--- src/rtl/eb_pkg.sv ---
package eb_pkg;

    // Source selected for the primary slot on the next edge
    typedef enum logic [1:0] {
        MAIN_KEEP     = 2'd0,
        MAIN_FROM_IN  = 2'd1,
        MAIN_FROM_AUX = 2'd2
    } main_sel_e;

    // A channel hands over an item when it is valid and not stopped
    function automatic logic eb_fire(input logic vld, input logic stp);
        return vld & ~stp;
    endfunction

endpackage

--- src/rtl/eb_slot.sv ---
module eb_slot #(
    parameter int DW = 8
) (
    input  logic          clk,
    input  logic          rst,
    input  logic          load,
    input  logic          v_d,
    input  logic [DW-1:0] d_d,
    output logic          v_q,
    output logic [DW-1:0] d_q
);

    always_ff @(posedge clk) begin
        if (rst) begin
            v_q <= 1'b0;
            d_q <= '0;
        end else if (load) begin
            v_q <= v_d;
            d_q <= d_d;
        end
    end

endmodule

--- src/rtl/eb_skid_ctrl.sv ---
module eb_skid_ctrl
    import eb_pkg::*;
(
    input  logic      valid_in,
    input  logic      stop_in,
    input  logic      main_v,
    input  logic      aux_v,
    output main_sel_e main_sel,
    output logic      main_load,
    output logic      main_v_d,
    output logic      aux_load,
    output logic      aux_v_d
);

    logic main_free;
    logic aux_store;

    always_comb begin
        // Primary slot can take a new value if it is empty or draining now
        main_free = ~main_v | ~stop_in;
        // Spare slot catches an input that arrives while the primary is stuck
        aux_store = ~main_free & eb_fire(valid_in, aux_v);

        main_load = main_free;
        main_v_d  = aux_v | valid_in;
        if (!main_free)
            main_sel = MAIN_KEEP;
        else if (aux_v)
            main_sel = MAIN_FROM_AUX;
        else
            main_sel = MAIN_FROM_IN;

        // Spare empties whenever the primary moves on
        aux_load = main_free | aux_store;
        aux_v_d  = aux_store;
    end

endmodule

--- src/rtl/elastic_buf.sv ---
module elastic_buf
    import eb_pkg::*;
#(
    parameter int DW       = 8,
    parameter int CAPACITY = 2
) (
    input  logic          clk,
    input  logic          rst,
    input  logic [DW-1:0] data_in,
    input  logic          valid_in,
    output logic          stop_out,
    output logic [DW-1:0] data_out,
    output logic          valid_out,
    input  logic          stop_in
);

    localparam bit HAS_STORAGE = (CAPACITY != 0);

    generate
        if (!HAS_STORAGE) begin : g_pass
            assign data_out  = data_in;
            assign valid_out = valid_in;
            assign stop_out  = stop_in;
        end else begin : g_skid
            main_sel_e     main_sel;
            logic          main_load, main_v_d, aux_load, aux_v_d;
            logic          main_v, aux_v;
            logic [DW-1:0] main_d, aux_d, main_d_next;

            eb_skid_ctrl u_ctrl (
                .valid_in  (valid_in),
                .stop_in   (stop_in),
                .main_v    (main_v),
                .aux_v     (aux_v),
                .main_sel  (main_sel),
                .main_load (main_load),
                .main_v_d  (main_v_d),
                .aux_load  (aux_load),
                .aux_v_d   (aux_v_d)
            );

            always_comb begin
                case (main_sel)
                    MAIN_FROM_AUX: main_d_next = aux_d;
                    MAIN_FROM_IN:  main_d_next = data_in;
                    default:       main_d_next = main_d;
                endcase
            end

            eb_slot #(.DW(DW)) u_main (
                .clk  (clk),
                .rst  (rst),
                .load (main_load),
                .v_d  (main_v_d),
                .d_d  (main_d_next),
                .v_q  (main_v),
                .d_q  (main_d)
            );

            eb_slot #(.DW(DW)) u_aux (
                .clk  (clk),
                .rst  (rst),
                .load (aux_load),
                .v_d  (aux_v_d),
                .d_d  (data_in),
                .v_q  (aux_v),
                .d_q  (aux_d)
            );

            assign data_out  = main_d;
            assign valid_out = main_v;
            assign stop_out  = aux_v;

            AST_RESET_EMPTY: assert property (@(posedge clk) disable iff (rst)
                $past(rst) |-> (!valid_out && !stop_out));
            AST_FILL_LATENCY: assert property (@(posedge clk) disable iff (rst)
                (valid_in && !stop_out && !valid_out) |=> (valid_out && data_out == $past(data_in)));
            AST_STOP_RISE_CAUSE: assert property (@(posedge clk) disable iff (rst)
                $rose(stop_out) |-> $past(valid_in && valid_out && stop_in));
            AST_STOP_DROP: assert property (@(posedge clk) disable iff (rst)
                (stop_out && !stop_in) |=> !stop_out);
            AST_HOLD_UNDER_STOP: assert property (@(posedge clk) disable iff (rst)
                (valid_out && stop_in) |=> (valid_out && $stable(data_out)));
        end
    endgenerate

endmodule

--- config.mk ---
export PLATFORM = sky130hd
export DESIGN_NAME = elastic_buf
export DESIGN_NICKNAME = d
export VERILOG_FILES = /design/src/rtl/eb_pkg.sv /design/src/rtl/eb_slot.sv /design/src/rtl/eb_skid_ctrl.sv /design/src/rtl/elastic_buf.sv
export SDC_FILE = /design/constraint.sdc
export NUM_CORES = 1
export LEC_CHECK = 0
export BUFFER_PORTS_ARGS = -buffer_cell sky130_fd_sc_hd__buf_2
export CELL_PAD_IN_SITES_DETAIL_PLACEMENT = 0
export CELL_PAD_IN_SITES_GLOBAL_PLACEMENT = 1
export CORE_UTILIZATION = 30
export DETAILED_ROUTE_END_ITERATION = 10
export PLACE_DENSITY_LB_ADDON = 0.15
export SYNTH_ARGS = -nofsm -noshare
export SYNTH_HDL_FRONTEND = slang
export SYNTH_SLANG_ARGS = --single-unit
export TNS_END_PERCENT = 1
--- constraint.sdc ---
create_clock -name clk -period 1.25 [get_ports clk]
set_input_delay 0.25 -clock clk [delete_from_list [all_inputs] [get_ports clk]]
set_output_delay 0.25 -clock clk [all_outputs]
set_load 0.1 [all_outputs]
### Word-level counts from Yosys, hierarchy flattened

Cells that the tools add are included.
Widths: inputs -> output; s select.

| storage, ports and cells | value |
|---|---|
| word-level logic and storage cells | 20 |
| bits in registers | 18 |
| output and inout bits | 10 |
| bits of input ports | 12 |

| cells by class | value |
|---|---|
| bitwise gates (word level) | 9 |
| equality and inequality tests | 2 |
| muxes and demuxes | 3 |
| reductions and logical operators | 2 |

Operator list:

| cell | number |
|---|---|
| $pmux 8 s2 | 1 |
| $mux 2 | 2 |
| $not 1->1 | 4 |
| $or 1x1->1 | 3 |
| $and 1x1->1 | 2 |
| $eq 2x1->1 const B | 1 |
| $eq 2x2->1 const B | 1 |
| $reduce_and 2->1 | 1 |
| $reduce_bool 2->1 | 1 |

### Depth between registers and ports, before layout

| depth | value |
|---|---|
| depth after elaboration | 6 |
| gate-level depth with buffers | 4 |
| depth with buffers taken out | 3 |

### Modules after synthesis

Synthesis repeated with hierarchy kept, for this count alone.

| unflattened totals | value |
|---|---|
| cells, all modules | 96 |
| area, all modules | 869.6 sq um |

Modules (own cells, without submodules):

| module | times used | area an instance (sq um) | sequential area each (sq um) | cells an instance |
|---|---|---|---|---|
| eb_slot | 2 | 319.1 | 180.2 | 29 |
| elastic_buf | 1 | 192.7 | 0.0 | 31 |
| eb_skid_ctrl | 1 | 38.8 | 0.0 | 7 |

### Worst setup path before layout

No wires, ideal clock.

| path | value |
|---|---|
| kind | reg-to-reg |
| from | reg g_skid.u_main.v_q |
| to | reg g_skid.u_aux.d_q[0] |
| path buffers | 0 |
| period minus slack after synthesis | 1833 ps |
| data arrival time | 1762 ps |
| data required time | 1178 ps |
| library setup time | 72 ps |
| stages on the path, launching flop included | 4 |
| setup slack | -583 ps |
| cells stage by stage | dfxtp_1 -> nand2_2 -> a21oi_4 -> mux2i_1 |

| on the way | value |
|---|---|
| word-level cells in the longest chain between the ends | 5 |

RTL lines:

| what | line | RTL |
|---|---|---|
| start, declared | eb_slot.sv:9 | `output logic v_q,` |
| start signal, assigned | eb_slot.sv:18 | `v_q <= v_d;` |
| $not 1->1 * | eb_skid_ctrl.sv:20 | `main_free = ~main_v \| ~stop_in;` |
| $or 1x1->1 * | eb_skid_ctrl.sv:20 |  |
| $not 1->1 | eb_skid_ctrl.sv:22 | `aux_store = ~main_free & eb_fire(valid_in, aux_v);` |
| $and 1x1->1 | eb_skid_ctrl.sv:22 |  |
| $or 1x1->1 * | eb_skid_ctrl.sv:34 | `aux_load = main_free \| aux_store;` |
| end signal, assigned | eb_slot.sv:16 | `d_q <= '0;` |
| end signal, assigned | eb_slot.sv:19 | `d_q <= d_d;` |
| end, declared | eb_slot.sv:10 | `output logic [DW-1:0] d_q` |

Mark *: on every way between the ends. The rest lies on a longest branch, timed or not.
A chain may end at the register's enable or synchronous reset.

### Worst setup path in the final report

| path | value |
|---|---|
| from | reg g_skid.u_main.d_q[6] |
| to | out data_out[6] |

RTL lines:

| what | line | RTL |
|---|---|---|
| start, declared | eb_slot.sv:10 |  |
| start signal, assigned | eb_slot.sv:16 |  |
| start signal, assigned | eb_slot.sv:19 |  |
| end, declared | elastic_buf.sv:12 | `output logic [DW-1:0] data_out,` |

No word-level cell between the ends.

==> reports/metrics.cfg <==
[status]
status = completed

[sta]
fin_ws_ps = 125
finClkSkew_ps = 4.50
worst_slew_pin_slew_ps = 378
maxSlewHeadroom_pct = 74.8
final-setup-viol-count = 0
finalCritPeriodShare_pct = 90.0
finalHoldViolations = 0
fmax_ghz = 0.889
whs_ps = 217
slew_viol_final = 0
rsz0062_at_grt = false
timing.final.crit_period_ps = 1120

[floorplanning]
rows = 18
num_io_pins = 22
core_area_um2 = 2450
initial_utilization_pct = 31.7
die_y_um = 52.9
die-area_um2 = 2800
die_x_um = 52.9

[global_route]
grt.total_usage_pct = 12.8
grt_antenna_before_repair = 0
grt_max_degree = 27
first_global_vias = 584
grt_pass1_wl_um = 2490
grt.overflow.total = 0

[cells_and_area]
final_core_util_pct = 45.0
drive_above_1_share_pct = 33.0
syn_to_final_growth_pct = 42.0
final_cells = 130
final_nets = 113
antenna_cells = 0

[cts]
cts_hold_buf = 0
clockBufferDepth = 2
cts_root_buf = clkbuf_4
cts_resized = 0
clock_sinks = 18
cts_tree = done
htree_num_levels = 1
clk_latency_ps = 290
cts_buffers = 3
clk_pin_slew_worst_paths_ps = 100

[yosys]
syn_inst = 76
ys_seq_area_share_pct = 46.4
synth_edf_count = 0
postSynthAreaPerCell_um2 = 10.2
syn_nets = 88
synth.area.mux_share_pct = 20.6
yosys.cell_count.top_type = dfxtp_1
syn_area_um2 = 777
synth_top_cell_area_share_pct = 46.4
synth_top_area_cell = dfxtp_1
synth_top_family_by_area = multiplexers
synth-seq-cells = 18
ys.flop_type = dfxtp_1
synthXorXnorAreaFrac_pct = 0
netlist_top_cells_count = dfxtp_1, mux2i_1, nand2b_1
ys_types = 13
yosys_warnings = 0
synth_fa_ha_area_share_pct = 0
yosys.area_share.simple_pct = 18.7
synthArstFlopShare_pct = 0
synth_compound_area_share_pct = 10.5
synthTopCellsByArea = dfxtp_1, mux2i_1, nand2b_1

[critical_path]
crit_fanout = 2
crit_end = data_out[6]
cpPeakStageDelay_ps = 390
crit_slowest_cell = dfxtp_1
critPathKind = flip-flop to output pin
cp-start-kind = flip-flop
r2r_cells = 3
crit_chain = buf_12
crit_required_ps = 1000
r2r-start = g_skid.u_main.v_q$_SDFFE_PP0P_
end_kind = output pin
path_buf_inv = 1
worstPathArrival_ps = 870
path_depth = 1
crit_start = g_skid.u_main.d_q[6]$_SDFFE_PP0P_
reg2reg_to = g_skid.u_aux.d_q[3]$_SDFFE_PP0P_
cp_top_family = flip-flops
reg2reg_setup_slack_ps = 180

[power]
max-vdd-ir-drop_v = 0.000653
p_leak_nw = 0.423
p_per_area_nw_per_um2 = 1190

[placed_design]
io_buffers = 21
gp_congestion = 0.658
dp_cells = 125
dp.final_hpwl_um = 1020
pre_cts_ws_ps = 101

[detailed_routing]
ant_nets = 0
vias = 600
drt_iter0_drc = 1
viasPerCell = 4.62
drt-wirelength-per-cell_um = 11.0
drt_wl_total_um = 1430
drc = 0
drt-pass1-iter-count = 2

[run]
maxCapViolations = 0

[min_path]
min_path_cells = 3
worstHoldPathType = input port to flip-flop

==> worst reg2reg max path: stages (launching register included) <==
cell and delay (ps):
dfxtp_4 370, nand2_2 80, a21oi_4 320, mux2i_1 220
==> per-stage QoR <==
step	TNS, ps	total power (W)	cell area (µm²)
2_1_floorplan	-968	0.000885	786
3_3_place_gp	0	0.00103	1070
3_5_place_dp	0	0.00103	1070
4_1_cts	0	0.00134	1100
5_1_grt	0	0.00139	1100
6_report	0	0.00131	1100
==> registers in the layout, indices dropped and copies added, names as in the netlist <==
register and cells:
g_skid.u_main.d_q 8, g_skid.u_aux.d_q 8, g_skid.u_aux.v_q 1, g_skid.u_main.v_q 1
==> cell usage in the layout, fill, tap and decap left out <==
cell type  count
nand2b_1      16
nor3_1         1
a21oi_1        1
dfxtp_1       15
mux2i_1       16
dfxtp_2        1
buf_12        10
inv_4          1
nand2_2        1
a21oi_4        1
nor2_1         9
clkbuf_4       3
a211oi_1       8
dfxtp_4        2
clkbuf_1       1
buf_4          3
buf_2         11
==> layout make-up <==
class                      count  area, µm²
clock buffer                   4       26.3
fill                         248       1350
inverter                       1       6.26
multi-input combinational     53        387
sequential                    18        369
tap                           30       37.5
timing repair buffer          24        278
==> power breakdown <==
group | switching, W | total (W) | internal, W
clock | 0.000170 | 0.000294 | 0.000124
combinational | 0.000230 | 0.000372 | 0.000142
sequential | 0.0000313 | 0.000642 | 0.000611
total | 0.000431 | 0.00131 | 0.000877
==> metal layers <==
layer  vias up  wire, µm  track usage, %
met5         -         0               0
met4         0        12            5.26
met3         2        64            6.03
met2        15       681            20.3
met1       276       668            14.6
li1        307         -               -
==> logic make-up after synthesis <==
| family | Yosys count |
|---|---|
| DFF | 18 |
| AOI/OAI and AO/OA | 10 |
| buffers and inverters | 5 |
| muxes | 16 |
| and+or+nand+nor | 27 |
==> timing repair <==
action                                 4_1_cts  5_1_grt
setup endpoints to repair                    1        0
endpoints found under the hold margin        0        0
buffers inserted                             1        0
==> worst min-delay path by stage <==
stage / startpoint / to
3_3_place_gp: g_skid.u_aux.d_q[2]$_SDFFE_PP0P_ / g_skid.u_aux.d_q[2]$_SDFFE_PP0P_
6_report: data_in[1] / g_skid.u_aux.d_q[1]$_SDFFE_PP0P_
3_5_place_dp: g_skid.u_aux.d_q[3]$_SDFFE_PP0P_ / g_skid.u_aux.d_q[3]$_SDFFE_PP0P_
2_1_floorplan: data_in[0] / g_skid.u_aux.d_q[0]$_SDFFE_PP0P_
5_1_grt: data_in[7] / g_skid.u_aux.d_q[7]$_SDFFE_PP0P_
4_1_cts: data_in[1] / g_skid.u_aux.d_q[1]$_SDFFE_PP0P_
Power figures use the tool's default switching activity.
